==> src/rtl/sadc_pkg.sv <==
`timescale 1ns/1ps
// Shared types for the serial converter port.
// Assumes: nothing; holds only the frame phase encoding.
package sadc_pkg;
    typedef enum logic [3:0] {
        PH_OFF,     // chip select high
        PH_MODE,    // second mode capture pending
        PH_DWAIT,   // DSP mode, awaiting first frame sync
        PH_ARMED,   // DSP mode, frame sync seen high
        PH_RUN,     // frame in progress
        PH_TAIL,    // DSP mode, auto powerdown, line still driven
        PH_SLEEP,   // DSP mode, auto powerdown, line three-stated
        PH_UIDLE,   // micro mode, awaiting first rising edge
        PH_UDONE    // micro mode, auto powerdown after bit 16
    } phase_e;
endpackage

==> src/rtl/sadc_edge.sv <==
`timescale 1ns/1ps
// Edge detector: flags rising and falling transitions of a level
// sampled by clk. Assumes sig is already synchronous to clk.
module sadc_edge #(
    parameter logic INIT = 1'b0
) (
    input  logic clk,
    input  logic rst_n,
    input  logic sig,
    output logic rise,
    output logic fall
);
    logic prev_q;

    // Remember the level from the previous system clock.
    always_ff @(posedge clk) begin
        if (!rst_n) prev_q <= INIT;
        else        prev_q <= sig;
    end

    assign rise = sig & ~prev_q;
    assign fall = ~sig & prev_q;
endmodule

==> src/rtl/sadc_mode_sel.sv <==
`timescale 1ns/1ps
// Mode selector: captures frame sync on the chip-select fall and one
// cycle later. Micro mode only if both captures are high.
// Assumes cs_fall is a one-cycle pulse from the edge detector.
module sadc_mode_sel (
    input  logic clk,
    input  logic rst_n,
    input  logic cs_n,
    input  logic cs_fall,
    input  logic fs,
    output logic mode_uc
);
    logic pend_q;
    logic first_q;
    logic uc_q;

    // Track the delayed second capture after a chip-select fall.
    always_ff @(posedge clk) begin
        if (!rst_n || cs_n) pend_q <= 1'b0;
        else                pend_q <= cs_fall;
    end

    // First capture of frame sync at the chip-select fall.
    always_ff @(posedge clk) begin
        if (!rst_n)       first_q <= 1'b0;
        else if (cs_fall) first_q <= fs;
    end

    // Resolve and hold the mode on the second capture.
    always_ff @(posedge clk) begin
        if (!rst_n)      uc_q <= 1'b0;
        else if (pend_q) uc_q <= first_q & fs;
    end

    assign mode_uc = pend_q ? (first_q & fs) : uc_q;

    // a low second capture always yields DSP mode
    p_low_second_dsp_r2: assert property (@(posedge clk) disable iff (!rst_n)
        (pend_q && !fs) |=> !uc_q);
    // the second capture is taken exactly once
    p_pend_single_r2: assert property (@(posedge clk) disable iff (!rst_n)
        pend_q |=> !pend_q);
endmodule

==> src/rtl/sadc_frame_seq.sv <==
`timescale 1ns/1ps
// Frame sequencer: owns the phase and the rising-edge bit count of a
// frame, for both DSP and micro modes. Assumes serial-clock edges
// arrive as one-cycle pulses and never in the same cycle.
module sadc_frame_seq
    import sadc_pkg::*;
#(
    parameter int LEAD_ZEROS = 6,
    parameter int FRAME_LEN  = 16,
    parameter int CNT_W      = 5
) (
    input  logic             clk,
    input  logic             rst_n,
    input  logic             cs_n,
    input  logic             cs_fall,
    input  logic             mode_uc,
    input  logic             fs,
    input  logic             s_rise,
    input  logic             s_fall,
    output phase_e           phase,
    output logic [CNT_W-1:0] cnt,
    output logic             load
);
    localparam logic [CNT_W-1:0] LAST     = CNT_W'(FRAME_LEN);
    localparam logic [CNT_W-1:0] PRE_LOAD = CNT_W'(LEAD_ZEROS - 1);
    localparam logic [CNT_W-1:0] ONE      = CNT_W'(1);

    phase_e           ph_n;
    logic [CNT_W-1:0] cnt_n;
    logic             active;

    assign active = !cs_n && !cs_fall;

    // Next phase and count from the current serial events.
    always_comb begin
        ph_n  = phase;
        cnt_n = cnt;
        if (cs_n) begin
            ph_n  = PH_OFF;
            cnt_n = '0;
        end else if (cs_fall) begin
            ph_n  = PH_MODE;
            cnt_n = '0;
        end else begin
            case (phase)
                PH_MODE:  ph_n = mode_uc ? PH_UIDLE : PH_DWAIT;
                PH_DWAIT, PH_SLEEP: begin
                    if (s_fall && fs) ph_n = PH_ARMED;
                end
                PH_ARMED: begin
                    if (s_fall && !fs) begin
                        ph_n  = PH_RUN;
                        cnt_n = '0;
                    end
                end
                PH_RUN: begin
                    if (!mode_uc && s_fall && fs) begin
                        ph_n  = PH_ARMED;
                        cnt_n = '0;
                    end else if (s_rise && cnt != LAST) begin
                        cnt_n = cnt + ONE;
                    end else if (s_fall && cnt == LAST) begin
                        ph_n = mode_uc ? PH_UDONE : PH_TAIL;
                    end
                end
                PH_TAIL: begin
                    if (s_fall && fs) begin
                        ph_n  = PH_ARMED;
                        cnt_n = '0;
                    end else if (s_rise) begin
                        ph_n  = PH_SLEEP;
                        cnt_n = '0;
                    end
                end
                PH_UIDLE, PH_UDONE: begin
                    if (s_rise) begin
                        ph_n  = PH_RUN;
                        cnt_n = ONE;
                    end
                end
                default: ph_n = PH_OFF;
            endcase
        end
    end

    // Register the phase and bit count.
    always_ff @(posedge clk) begin
        if (!rst_n) begin
            phase <= PH_OFF;
            cnt   <= '0;
        end else begin
            phase <= ph_n;
            cnt   <= cnt_n;
        end
    end

    // Result capture strobe at the rising edge that closes sampling.
    assign load = active && (phase == PH_RUN) && s_rise && (cnt == PRE_LOAD);

    // the bit count never passes the frame length
    p_cnt_bound_r3: assert property (@(posedge clk) disable iff (!rst_n)
        cnt <= LAST);
    // a rising edge in micro powerdown starts position 1
    p_uc_wake_r8: assert property (@(posedge clk) disable iff (!rst_n)
        (active && phase == PH_UDONE && s_rise) |=> (phase == PH_RUN && cnt == ONE));
    // frame sync high at a DSP falling edge re-arms the port
    p_dsp_rearm_r7: assert property (@(posedge clk) disable iff (!rst_n)
        (active && !mode_uc && s_fall && fs &&
         (phase == PH_RUN || phase == PH_TAIL)) |=> (phase == PH_ARMED && cnt == '0));
endmodule

==> src/rtl/sadc_result_reg.sv <==
`timescale 1ns/1ps
// Result register: holds the conversion result captured when the
// sample window closes, and picks the bit for the current position.
// Assumes cnt counts rising edges 1..FRAME_LEN within a frame.
module sadc_result_reg #(
    parameter int RES_W      = 10,
    parameter int LEAD_ZEROS = 6,
    parameter int CNT_W      = 5
) (
    input  logic             clk,
    input  logic             rst_n,
    input  logic             load,
    input  logic [RES_W-1:0] conv_result,
    input  logic             show,
    input  logic [CNT_W-1:0] cnt,
    output logic             dout_bit
);
    localparam int FRAME_LEN = RES_W + LEAD_ZEROS;
    localparam int SEL_W     = (RES_W > 1) ? $clog2(RES_W) : 1;

    logic [RES_W-1:0] res_q;
    logic [SEL_W-1:0] sel;
    logic             in_data;

    // Capture the stub result at the end of the sample window.
    always_ff @(posedge clk) begin
        if (!rst_n)    res_q <= '0;
        else if (load) res_q <= conv_result;
    end

    assign in_data  = show && (cnt > CNT_W'(LEAD_ZEROS));
    assign sel      = SEL_W'(FRAME_LEN - int'(cnt));
    assign dout_bit = in_data ? res_q[sel] : 1'b0;

    // the captured result is held between loads
    p_hold_result_r10: assert property (@(posedge clk) disable iff (!rst_n)
        !load |=> $stable(res_q));
endmodule

==> src/rtl/sadc_serial_port.sv <==
`timescale 1ns/1ps
// Dual-mode serial output port of a 10-bit converter. Samples the host
// serial clock, chip select and frame sync on clk, selects DSP or
// micro mode at the chip-select fall, sequences sample, convert and
// shift-out windows, and controls auto powerdown and three-state.
// Assumes the host serial clock is well below half the clk rate.
module sadc_serial_port
    import sadc_pkg::*;
#(
    parameter int RES_W      = 10,
    parameter int LEAD_ZEROS = 6
) (
    input  logic             clk,
    input  logic             rst_n,
    input  logic             cs_n,
    input  logic             fs,
    input  logic             sclk,
    input  logic [RES_W-1:0] conv_result,
    output logic             dout,
    output logic             dout_oe,
    output logic             sampling,
    output logic             converting,
    output logic             powered_down
);
    localparam int FRAME_LEN = RES_W + LEAD_ZEROS;
    localparam int CNT_W     = $clog2(FRAME_LEN + 1);

    logic             s_rise, s_fall;
    logic             cs_rise, cs_fall;
    logic             mode_uc;
    phase_e           phase;
    logic [CNT_W-1:0] cnt;
    logic             load;
    logic             show;

    sadc_edge #(.INIT(1'b0)) u_sclk_edge (
        .clk(clk), .rst_n(rst_n), .sig(sclk), .rise(s_rise), .fall(s_fall)
    );

    sadc_edge #(.INIT(1'b1)) u_cs_edge (
        .clk(clk), .rst_n(rst_n), .sig(cs_n), .rise(cs_rise), .fall(cs_fall)
    );

    sadc_mode_sel u_mode (
        .clk(clk), .rst_n(rst_n), .cs_n(cs_n), .cs_fall(cs_fall),
        .fs(fs), .mode_uc(mode_uc)
    );

    sadc_frame_seq #(
        .LEAD_ZEROS(LEAD_ZEROS), .FRAME_LEN(FRAME_LEN), .CNT_W(CNT_W)
    ) u_seq (
        .clk(clk), .rst_n(rst_n), .cs_n(cs_n), .cs_fall(cs_fall),
        .mode_uc(mode_uc), .fs(fs), .s_rise(s_rise), .s_fall(s_fall),
        .phase(phase), .cnt(cnt), .load(load)
    );

    assign show = (phase == PH_RUN) || (phase == PH_TAIL) || (phase == PH_UDONE);

    sadc_result_reg #(
        .RES_W(RES_W), .LEAD_ZEROS(LEAD_ZEROS), .CNT_W(CNT_W)
    ) u_res (
        .clk(clk), .rst_n(rst_n), .load(load), .conv_result(conv_result),
        .show(show), .cnt(cnt), .dout_bit(dout)
    );

    // Status decode from the registered phase and count.
    assign dout_oe      = !(phase inside {PH_OFF, PH_MODE, PH_SLEEP});
    assign powered_down = phase inside {PH_OFF, PH_MODE, PH_DWAIT, PH_TAIL,
                                        PH_SLEEP, PH_UDONE};
    assign sampling     = (phase == PH_RUN) && (cnt < CNT_W'(LEAD_ZEROS));
    assign converting   = (phase == PH_RUN) && (cnt >= CNT_W'(LEAD_ZEROS))
                          && (cnt < CNT_W'(FRAME_LEN));

    // chip select high turns the port off on the next cycle
    p_cs_off_r1: assert property (@(posedge clk) disable iff (!rst_n)
        cs_n |=> (!dout_oe && powered_down && !dout));
    // a chip-select rise is followed by three-state
    p_cs_rise_hiz_r1: assert property (@(posedge clk) disable iff (!rst_n)
        cs_rise |=> !dout_oe);
    // the data line carries only zeros while sampling
    p_zero_lead_r3: assert property (@(posedge clk) disable iff (!rst_n)
        sampling |-> !dout);
    // sample and convert windows never overlap
    p_flag_excl_r5: assert property (@(posedge clk) disable iff (!rst_n)
        !(sampling && converting));
    // powerdown never coincides with an open window
    p_pd_quiet_r6: assert property (@(posedge clk) disable iff (!rst_n)
        powered_down |-> (!sampling && !converting));
    // a three-stated line implies powerdown
    p_hiz_pd_r6: assert property (@(posedge clk) disable iff (!rst_n)
        !dout_oe |-> powered_down);
endmodule

==> config.mk <==
export PLATFORM = sky130hd
export DESIGN_NAME = sadc_serial_port
export DESIGN_NICKNAME = d
export VERILOG_FILES = /design/src/rtl/sadc_pkg.sv /design/src/rtl/sadc_edge.sv /design/src/rtl/sadc_mode_sel.sv /design/src/rtl/sadc_frame_seq.sv /design/src/rtl/sadc_result_reg.sv /design/src/rtl/sadc_serial_port.sv
export SDC_FILE = /design/constraint.sdc
export NUM_CORES = 1
export LEC_CHECK = 0
export BUFFER_PORTS_ARGS = -buffer_cell sky130_fd_sc_hd__buf_4
export CAP_MARGIN = 20
export CORE_MARGIN = 4
export CORE_UTILIZATION = 50
export DETAILED_ROUTE_END_ITERATION = 16
export PLACE_DENSITY = 0.67
export SYNTH_ARGS = -nofsm -noshare
export SYNTH_HDL_FRONTEND = slang
export SYNTH_SLANG_ARGS = --single-unit
==> constraint.sdc <==
create_clock -name clk -period 2.4 [get_ports clk]
set_input_delay 0.24 -clock clk [delete_from_list [all_inputs] [get_ports clk]]
set_output_delay 0.24 -clock clk [all_outputs]
set_load 0.03 [all_outputs]
==> summary.md, run 1 <==
| Metric | Value |
|---|---|
| First-pass GRT wire length | 6.423 mm |
| Antenna violations before repair | 0 |
| Syn_nets | 195 |
| CP Launch Type | register |
| Initial Util | 0.5157 |
| Worst EP required | 2.16 ns |
| Final Wtd Congestion | about 0.94 |
| Antenna Nets Post-Route | 0 |
| Layout cells sized above 1 | 0.2154 |
| Total wire length | 3.736 mm |
| F_max | roughly 450 MHz |
| Hold path cells | 3 |
| Seq pwr share | 0.624 |
| Post-synth EDFFs | 0 |
| Area contributors post-synth | dfxtp_1, mux2i_1, nor2b_1 |
| Pre-antenna DRT Iters | 4 |
| Crit-path slowest cell | dfxtp_4 |
| Post-Syn Instances | between 150 and 200 |
| Sink Count | 24 |
| Worst hold path endpoint | u_res.res_q[2] |
| Worst r2r src | u_seq.phase[2] |
| Placed instance area | 0.001760 sq mm |
| Slew at the pin closest to its max-slew limit | 0.4961 ns |
| Clk_skew | about 0.0063 ns |
| Layout area overhead | 14.98% |
| Top Ports | 20 |
| Total GRT Usage | 0.1938 |
| Post-synthesis async set-or-reset flop share | 0 |
| Syn Area/Cell | roughly 8.9 sq um |
| Post-Syn Area | 0.001561 sq mm |
| Clk network pwr share | 0.273 |
| Clock latency on the worst-skew pair | 0.31 ns |
| Max H-tree Level | 1 |
| NumNets Final | around 220 |
| Period minus WS final | 2.244 ns |
| Status | complete, no violations |
| Gr ovfl total | 0 |
| Net Sw Frac | 0.2436 |
| CTS Buf Count | 3 |
| Lkg Pwr | 0.0007259 uW |
| Rows | 20 |
| Synth warn | 0 |
| R2R cell count | 5 |
| WS Path Type | register to output port |
| Pins Over Slew Limit | 0 |
| Most frequent cells in the layout | buf_4, dfxtp_1, nor2b_1, mux2i_1, nor2_1 |
| Tightest Hold Check Type | input pin to register |
| Commonest non-fill, non-tap cell in the layout | buf_4 |
| Worst path cell trace | inv_1, ha_2, mux4_2, mux2i_1, nor2_1, o21a_1, buf_4 |
| CTS root buf | clkbuf_4 |
| Worst relative slew slack | 0.6684 |
| Clock slew at reported path FFs | 0.13 ns |
| Diodes inserted | 0 |
| WL/cell | around 16 microns |
| Yosys top cell area share | 0.3077 |
| Design area | around 0.0018 sq mm |
| RSZ-0062 raised after global routing | no |
| Vias | 1413 |
| Synth cell types | between 50 and 60 |
| Worst-path fanout max | 8 |
| Max IR drop VDD | 0.0002409 V |
| Post-CTS setup buffer count | 0 |
| Commonest register cell after synthesis | dfxtp_1 |
| Dpl hpwl | 2.897 mm |
| Gate power share | 0.103 |
| Chip Height | around 64 microns |
| Core Area | 0.003028 sq mm |
| Drt initial violations | 83 |
| Cell Int Power | 494.8 uW |
| Horizontal die dimension | 63.89 microns |
| Largest net degree at the start of global routing | 15 |
| Max Root-Sink Buffers | 2 |
| CP max stage delay | 0.41 ns |
| Setup tns final | 0 ns |
| Max-Cap Viols | 0 |
| Final setup viols | 0 |
| Vias/cell | 5.912 |
| DIE AREA | slightly above 0.004 sq mm |
| DRC errors left | 0 |
| Reg2reg setup slack | 0.26 ns |
| Sequential share of the synthesized area | 0.3077 |
| CTS tree | built |
| Core Util, Final | 0.5930 |
| Power Total | 654.1 uW |
| Fin. Hold Viols | 0 |
| Fin crit share | 0.9349 |
| Switching power | 159.3 uW |
| PortBufs | 19 |
| Crit. End Element | output port |
| Worst EP arrival | 2.00 ns |
| Pwr per Cell Area | 364.3 mW/mm^2 |
| Min-delay src | conv_result[2] |
| Vias in the first global route | 1462 |
| Area leader, netlist | dfxtp_1 |
| R2R Path End | u_seq.phase[0] |
| #FFs+latches synth | 24 |
[cell families (layout without fill, tap and decap cells)]
kind of cell             count (synthesis)  count (layout)  share of synthesized area
XOR/XNOR                                 2               2                    0.01122
multiplexers                            16              16                     0.1186
adder cells (fa/ha/maj)                  4               4                    0.03205
AND/OR/NAND/NOR                         72              72                     0.2620
flip-flops                              24              24                     0.3077
buffers and inverters                   16              35                    0.04487
AO/OA/AOI/OAI                           42              42                     0.2236
[worst max-delay path by stage]
| stage | from | endpoint | slack, ns | cells after the start |
|---|---|---|---|---|
| finish | u_seq.cnt[1] | dout | 0.16 | 7 |
| global route | u_seq.cnt[1] | dout | 0.004 | 7 |
| CTS | u_seq.cnt[1] | dout | 0.08 | 7 |
| detailed placement | u_seq.phase[2] | u_seq.phase[0] | 0.32 | 5 |
| global placement | u_seq.phase[2] | u_seq.phase[0] | 0.38 | 5 |
| floorplan | u_seq.cnt[0] | dout | 0.33 | 7 |
[flip-flops by register name, summed over array words and instances, names as in the netlist]
signal / flops
u_cs_edge.prev_q: 1
u_mode.first_q: 1
u_seq.phase: 4
u_mode.uc_q: 1
u_sclk_edge.prev_q: 1
u_mode.pend_q: 1
u_res.res_q: 10
u_seq.cnt: 5
[routing by layer]
metal	GRT usage	vias up	wire length (microns)
li1	-	689	-
met1	0.2265	665	1520
met2	0.3368	51	1892
met3	0.04745	8	262
met4	0.07547	0	60
met5	0	-	0
[worst max-delay path, delay by kind of cell (launching register included)]
family                   cells  cell delay, ns
flip-flops                   1            0.41
AO/OA/AOI/OAI                1            0.18
multiplexers                 2            0.44
buffers and inverters        2            0.23
AND/OR/NAND/NOR              1            0.06
adder cells (fa/ha/maj)      1            0.37
[power by group through the flow]
stage          clock (uW)  sequential [uW]  combinational, uW
2_1_floorplan           0              415               37.7
3_3_place_gp            0              417               65.6
3_5_place_dp            0              418               66.7
4_1_cts               185              409               67.0
5_1_grt               206              409               73.2
6_report              179              408               67.4
[area by class of cell]
type | count | area (sq um)
clock buffers | 3 | 22.52
well taps | 44 | 55.05
inverters | 7 | 26.28
repair buffers | 25 | 187.7
fillers | 281 | 1232
flip-flops and latches | 24 | 484.2
multi-input cells | 136 | 1020
[timing repair]
item	in CTS	in global routing
hold endpoints to repair	0	0
gates resized for setup	1	4
hold buffers	0	0
endpoints found under the setup margin	1	1
[per-stage QoR]
stage                     hold slack, ns  setup WS [ns]  instances
after floorplan                   0.3617         0.3308        176
after global placement            0.4855         0.3804        236
after detailed placement          0.4987         0.3203        236
after CTS                         0.1633        0.08429        239
after global routing              0.1621       0.003904        239
final                             0.1690         0.1562        239
[cells in the mapped netlist, types with 5 or more instances]
master    number
mux2i_1       14
dfxtp_1       24
clkbuf_1       6
nor3_1         5
nor2_1        11
nor2b_1       16
nand3_1        5
nand2_1        9
a21oi_1        7
inv_1          7
No activity file was read; power rests on OpenSTA's default activity.
==> run 2: changes to the inputs <==
--- a/config.mk
+++ b/config.mk
@@ -6,11 +6,14 @@
 export NUM_CORES = 1
 export LEC_CHECK = 0
 export BUFFER_PORTS_ARGS = -buffer_cell sky130_fd_sc_hd__buf_4
-export CAP_MARGIN = 20
+export CAP_MARGIN = 0
+export CELL_PAD_IN_SITES_DETAIL_PLACEMENT = 0
+export CELL_PAD_IN_SITES_GLOBAL_PLACEMENT = 1
 export CORE_MARGIN = 4
-export CORE_UTILIZATION = 50
+export CORE_UTILIZATION = 43
+export CTS_CLUSTER_SIZE = 10
 export DETAILED_ROUTE_END_ITERATION = 16
-export PLACE_DENSITY = 0.67
+export PLACE_DENSITY = 0.75
 export SYNTH_ARGS = -nofsm -noshare
 export SYNTH_HDL_FRONTEND = slang
 export SYNTH_SLANG_ARGS = --single-unit
==> run 2 against run 1 <==
  * Combinational power up 0.9%
  * Total power rose by 18%
  * Worst hold slack worse by 0.0063 ns
  * Clock skew rose by 0.0044 ns
  * Flip-flop and latch count unchanged
  * Core utilization shrank 5.8 points
  * Global-route usage is 1.8 points lower
  * Non-clock buffer count stayed put
  * Routed wire length decreased by 0.56%
  * Critical path depth unchanged
  * Via count is 1.6% lower
  * Critical path type unchanged
  * Largest cell class unchanged
==> summary.md, run 2 (synthesized netlist as in run 1, its figures left out) <==
| Metric | Value |
|---|---|
| Status | complete, no violations (unchanged) |
| Total wire length | 3.715 mm (was 3.736 mm) |
| First-pass GRT wire length | 6.230 mm (was 6.423 mm) |
| RSZ-0062 raised after global routing | no (unchanged) |
| Antenna Nets Post-Route | 0 (unchanged) |
| Pwr per Cell Area | 423.4 mW/mm^2 (was 364.3 mW/mm^2) |
| Antenna violations before repair | 0 (unchanged) |
| Layout Cells excl Fill | 242 (was 239) |
| Layout cells sized above 1 | 0.2194 (was 0.2154) |
| Max IR drop VDD | 0.0003727 V (was 0.0002409 V) |
| Setup tns final | 0 ns (unchanged) |
| Final Wtd Congestion | 0.9496 (was 0.9392) |
| Placed cells | 238 (was 236) |
| Rows | 21 (was 20) |
| Pre-antenna DRT Iters | 4 (unchanged) |
| R2R cell count | 5 (unchanged) |
| Layout area overhead | 16.99% (was 14.98%) |
| Vias | 1391 (was 1413) |
| Number of flip-flops in the largest register | 10 (unchanged) |
| Gate power share | 0.088 (was 0.103) |
| Largest net degree at the start of global routing | 15 (unchanged) |
| Drt initial violations | 113 (was 83) |
| Clk_skew | 0.01065 ns (was 0.006271 ns) |
| Largest Register | u_res.res_q (unchanged) |
| Clk network pwr share | 0.384 (was 0.273) |
| Tightest Hold Check Type | input pin to register (unchanged) |
| Top Registers | u_res.res_q (10), u_seq.cnt (5), u_seq.phase (4) (unchanged) |
| Final setup viols | 0 (unchanged) |
| Max H-tree Level | 1 (unchanged) |
| Max Root-Sink Buffers | 2 (unchanged) |
| Cell Int Power | 605.0 uW (was 494.8 uW) |
| Number of gates resized after cts | 0 (was 1) |
| NumNets Final | 216 (unchanged) |
| Switching power | 168.3 uW (was 159.3 uW) |
| Met3 Track Usage GR | 0.04598 (was 0.04745) |
| M1 GR Usage | 0.2321 (was 0.2265) |
| CTS tree | built (unchanged) |
| CP Launch Type | register (unchanged) |
| CTS Buf Count | 3 (unchanged) |
| Initial Util | 0.4571 (was 0.5157) |
| Fin. Hold Viols | 0 (unchanged) |
| Worst path cell trace | inv_1, ha_1, mux4_2, mux2i_1, nor2_1, o21a_1, buf_4 (was inv_1, ha_2, mux4_2, mux2i_1, nor2_1, o21a_1, buf_4) |
| Total GRT Usage | 0.1763 (was 0.1938) |
| Placed instance area | 0.001763 sq mm (was 0.001760 sq mm) |
| Top Ports | 20 (unchanged) |
| Hold path cells | 2 (was 3) |
| Gr busiest metal | met2 (unchanged) |
| Pins Over Slew Limit | 0 (unchanged) |
| Period minus WS final | 2.264 ns (was 2.244 ns) |
| Crit. End Element | output port (unchanged) |
| Sink Count | 24 (unchanged) |
| Worst EP required | 2.16 ns (about the same) |
| Horizontal die dimension | 68.26 microns (was 63.89 microns) |
| Max-Cap Viols | 0 (unchanged) |
| Core Area | 0.003416 sq mm (was 0.003028 sq mm) |
| CTS root buf | clkbuf_4 (unchanged) |
| Worst-path fanout max | 8 (unchanged) |
| PortBufs | 19 (unchanged) |
| Net Sw Frac | 0.2177 (was 0.2436) |
| DIE AREA | 0.004659 sq mm (was 0.004081 sq mm) |
| Chip Height | 68.26 microns (was 63.89 microns) |
| Crit-path slowest cell | dfxtp_4 (unchanged) |
| Design area | 0.001827 sq mm (was 0.001795 sq mm) |
| Worst EP arrival | 2.02 ns (was 2.00 ns) |
| Met2 Resource Use GR | 0.2888 (was 0.3368) |
| WL/cell | 15.35 microns (was 15.63 microns) |
| Slew at the pin closest to its max-slew limit | 0.3883 ns (was 0.4961 ns) |
| Vias in the first global route | 1328 (was 1462) |
| Dpl hpwl | 2.909 mm (was 2.897 mm) |
| Most frequent cells in the layout | buf_4, dfxtp_1, nor2b_1, mux2i_1, nor2_1 (unchanged) |
| F_max | 441.7 MHz (was 445.7 MHz) |
| Clock slew at reported path FFs | 0.14 ns (was 0.13 ns) |
| Gr ovfl total | 0 (unchanged) |
| Post-CTS setup buffer count | 0 (unchanged) |
| Power Total | 773.4 uW (was 654.1 uW) |
| Clock latency on the worst-skew pair | 0.32 ns (was 0.31 ns) |
| CP max stage delay | 0.41 ns (about the same) |
| Diodes inserted | 0 (unchanged) |
| Cts hold-fix bufs | 0 (unchanged) |
| Commonest non-fill, non-tap cell in the layout | buf_4 (unchanged) |
| Worst relative slew slack | 0.7405 (was 0.6684) |
| Lkg Pwr | 0.0007415 uW (was 0.0007259 uW) |
| WS Path Type | register to output port (unchanged) |
| Vias/cell | 5.748 (was 5.912) |
| Fin crit share | 0.9433 (was 0.9349) |
| Core Util, Final | 0.5348 (was 0.5930) |
| Seq pwr share | 0.528 (was 0.624) |
| DRC errors left | 0 (unchanged) |
## run 2: per-layer routing
layer  share of wire  up-vias  wire (microns)
met5               0        -               0
met4          0.0043        0              16
met3           0.070        2             261
met2            0.47       50            1745
met1            0.46      651            1691
li1                -      688               -
## run 2: power groups by stage
stage / Clock (uW) / Sequential [uW] / Combinational, uW
finish: 297 / 408 / 68.0
global route: 314 / 409 / 73.9
CTS: 303 / 409 / 67.7
detailed placement: 0 / 418 / 67.4
global placement: 0 / 418 / 67.0
floorplan: 0 / 415 / 37.7
## run 2: cell type report
class / count / area [sq um]
Multi-Input combinational cell: 136 / 1017
Clock inverter: 1 / 30.03
Fill cell: 330 / 1589
Inverter: 7 / 26.28
Sequential cell: 24 / 485.5
Tap cell: 46 / 57.56
Timing Repair Buffer: 25 / 187.7
Clock buffer: 3 / 22.52
## run 2: worst paths after layout
path	from	end	slack, ns
min	sclk	u_sclk_edge.prev_q	0.16
max reg2reg	u_seq.phase[2]	u_seq.phase[0]	0.26
max	u_seq.cnt[1]	dout	0.14
min reg2reg	u_mode.first_q	u_mode.first_q	0.51
## run 2: critical path, delay by kind of cell (launching register included)
family	cells	cell delay, ns
multiplexers	2	0.45
flip-flops	1	0.41
adder cells (fa/ha/maj)	1	0.36
buffers and inverters	2	0.23
AO/OA/AOI/OAI	1	0.19
AND/OR/NAND/NOR	1	0.06
## run 2: through the flow
step | setup slack (ns) | hold slack, ns
global placement | 0.3658 | 0.4861
finish | 0.1362 | 0.1627
floorplan | 0.3308 | 0.3617
detailed placement | 0.2977 | 0.4924
CTS | 0.009176 | 0.1574
global route | 0.01786 | 0.1586
==> run 3: changes to the inputs <==
--- a/config.mk
+++ b/config.mk
@@ -7,13 +7,11 @@
 export LEC_CHECK = 0
 export BUFFER_PORTS_ARGS = -buffer_cell sky130_fd_sc_hd__buf_4
 export CAP_MARGIN = 0
-export CELL_PAD_IN_SITES_DETAIL_PLACEMENT = 0
-export CELL_PAD_IN_SITES_GLOBAL_PLACEMENT = 1
 export CORE_MARGIN = 4
-export CORE_UTILIZATION = 43
+export CORE_UTILIZATION = 50
 export CTS_CLUSTER_SIZE = 10
 export DETAILED_ROUTE_END_ITERATION = 16
-export PLACE_DENSITY = 0.75
+export PLACE_DENSITY = 0.78
 export SYNTH_ARGS = -nofsm -noshare
 export SYNTH_HDL_FRONTEND = slang
 export SYNTH_SLANG_ARGS = --single-unit
==> run 3 against run 2 <==
  * Final cell count decreased by 1.2%
  * Total power decreased by 17%
  * Largest cell class unchanged
  * Via count increased by 1.2%
  * Routed wire length decreased by 4.1%
  * Critical path type unchanged
  * Highest routed layer unchanged
==> summary.md, run 3 (synthesized netlist as in run 1, its figures left out) <==
| Metric | Value |
|---|---|
| Status | complete, no violations (unchanged) |
| Top Registers | u_res.res_q (10), u_seq.cnt (5), u_seq.phase (4) (unchanged) |
| Tightest Hold Check Type | input pin to register (unchanged) |
| Period minus WS final | 2.258 ns (was 2.264 ns) |
| Initial Util | 0.5157 (was 0.4571) |
| Cts hold-fix bufs | 0 (unchanged) |
| Layout area overhead | 14.74% (was 16.99%) |
| Gr ovfl total | 0 (unchanged) |
| Pre-antenna DRT Iters | 4 (unchanged) |
| Max Root-Sink Buffers | 2 (unchanged) |
| Largest net degree at the start of global routing | 15 (unchanged) |
| Commonest non-fill, non-tap cell in the layout | buf_4 (unchanged) |
| RSZ-0062 raised after global routing | no (unchanged) |
| Fin. Hold Viols | 0 (unchanged) |
| Met2 WL | 1.783 mm (was 1.745 mm) |
| NumNets Final | 216 (unchanged) |
| Worst relative slew slack | 0.6670 (was 0.7405) |
| Lkg Pwr | 0.0007268 uW (was 0.0007415 uW) |
| Clk_skew | 0.0009499 ns (was 0.01065 ns) |
| Clock slew at reported path FFs | 0.12 ns (was 0.14 ns) |
| Max-Cap Viols | 0 (unchanged) |
| Met1 WL | 1.538 mm (was 1.691 mm) |
| WL/cell | 14.90 microns (was 15.35 microns) |
| Horizontal die dimension | 63.89 microns (was 68.26 microns) |
| Vias | 1407 (was 1391) |
| Diodes inserted | 0 (unchanged) |
| CTS tree | built (unchanged) |
| Antenna violations before repair | 0 (unchanged) |
| Worst EP required | 2.16 ns (about the same) |
| Worst path cell trace | inv_1, ha_1, mux4_2, mux2i_1, nor2_1, o21a_1, buf_4 (unchanged) |
| CP max stage delay | 0.42 ns (was 0.41 ns) |
| Fin crit share | 0.9407 (was 0.9433) |
| PortBufs | 19 (unchanged) |
| Drt initial violations | 131 (was 113) |
| Setup tns final | 0 ns (unchanged) |
| CP Launch Type | register (unchanged) |
| Max layer used | met4 (unchanged) |
| Worst-path fanout max | 8 (unchanged) |
| CTS Buf Count | 3 (unchanged) |
| Fillers | 263 (was 330) |
| Pwr per Cell Area | 359.4 mW/mm^2 (was 423.4 mW/mm^2) |
| Total wire length | 3.562 mm (was 3.715 mm) |
| Core Area | 0.003028 sq mm (was 0.003416 sq mm) |
| Total GRT Usage | 0.1870 (was 0.1763) |
| Number of gates resized after cts | 1 (was 0) |
| Final Wtd Congestion | 0.8888 (was 0.9496) |
| Antenna Nets Post-Route | 0 (unchanged) |
| Crit. End Element | output port (unchanged) |
| DIE AREA | 0.004081 sq mm (was 0.004659 sq mm) |
| First-pass GRT wire length | 6.237 mm (was 6.230 mm) |
| Dpl hpwl | 2.803 mm (was 2.909 mm) |
| Power Total | 644.0 uW (was 773.4 uW) |
| Pins Over Slew Limit | 0 (unchanged) |
| WS Path Type | register to output port (unchanged) |
| Slew at the pin closest to its max-slew limit | 0.4869 ns (was 0.3883 ns) |
| Worst EP arrival | 2.02 ns (about the same) |
| Clock latency on the worst-skew pair | 0.30 ns (was 0.32 ns) |
| Chip Height | 63.89 microns (was 68.26 microns) |
| DRC errors left | 0 (unchanged) |
| Top Ports | 20 (unchanged) |
| Crit-path slowest cell | dfxtp_4 (unchanged) |
| Max IR drop VDD | 0.0002128 V (was 0.0003727 V) |
| CTS root buf | clkbuf_4 (unchanged) |
| Final setup viols | 0 (unchanged) |
| Rows | 20 (was 21) |
| Vias/cell | 5.887 (was 5.748) |
| Sink Count | 24 (unchanged) |
| Number of flip-flops in the largest register | 10 (unchanged) |
| Most frequent cells in the layout | buf_4, dfxtp_1, nor2b_1, mux2i_1, nor2_1 (unchanged) |
| Max H-tree Level | 1 (unchanged) |
| Met3 wire length | 193 microns (was 261 microns) |
| F_max | 442.9 MHz (was 441.7 MHz) |
| Layout cells sized above 1 | 0.2103 (was 0.2194) |
| Post-CTS setup buffer count | 0 (unchanged) |
| Largest Register | u_res.res_q (unchanged) |
| Vias in the first global route | 1413 (was 1328) |
-- run 3: report_power, final --
part	total (uW)	internal (uW)	leakage, uW	switching, uW
sequential	408	402	0.000195	5.69
clock	170	58.5	0.0000138	111
combinational	66.6	33.9	0.000518	32.7
-- run 3: worst paths after layout --
kind / startpoint / to / slack (ns) / cells after the start
worst min-delay path: conv_result[9] / u_res.res_q[9] / 0.18 / 3
worst min register to register: u_mode.first_q / u_mode.first_q / 0.52 / 2
worst max-delay path: u_seq.cnt[1] / dout / 0.14 / 7
worst max register to register: u_seq.phase[2] / u_seq.phase[0] / 0.23 / 5
-- run 3: critical path, delay by kind of cell (launching register included) --
| kind | cells | cell delay, ns |
|---|---|---|
| buffers and inverters | 2 | 0.23 |
| multiplexers | 2 | 0.45 |
| AO/OA/AOI/OAI | 1 | 0.19 |
| AND/OR/NAND/NOR | 1 | 0.07 |
| flip-flops | 1 | 0.42 |
| adder cells (fa/ha/maj) | 1 | 0.36 |
-- run 3: final cells by class --
cell class | count | area, sq um | area share
multi-input cells | 136 | 1016 | 0.5670
flip-flops and latches | 24 | 484.2 | 0.2703
repair buffers | 25 | 187.7 | 0.1047
well taps | 44 | 55.05 | 0.03073
inverters | 7 | 26.28 | 0.01466
clock buffers | 3 | 22.52 | 0.01257
-- run 3: per-layer routing --
layer,vias up,GRT usage
li1,690,-
met1,664,0.2155
met2,47,0.3406
met3,6,0.03866
met4,0,0.05930
met5,-,0
-- run 3: through the flow --
stage | hold WS (ns) | std cells | instance area (sq um) | setup WS (ns) | utilization
final | 0.1818 | 239 | 1792 | 0.1424 | 0.5917
after global routing | 0.1842 | 239 | 1792 | 0.01089 | 0.5917
after CTS | 0.1733 | 239 | 1784 | 0.09996 | 0.5893
after global placement | 0.4814 | 236 | 1760 | 0.3735 | 0.5814
after detailed placement | 0.5012 | 236 | 1760 | 0.2669 | 0.5814
after floorplan | 0.3617 | 176 | 1562 | 0.3308 | -
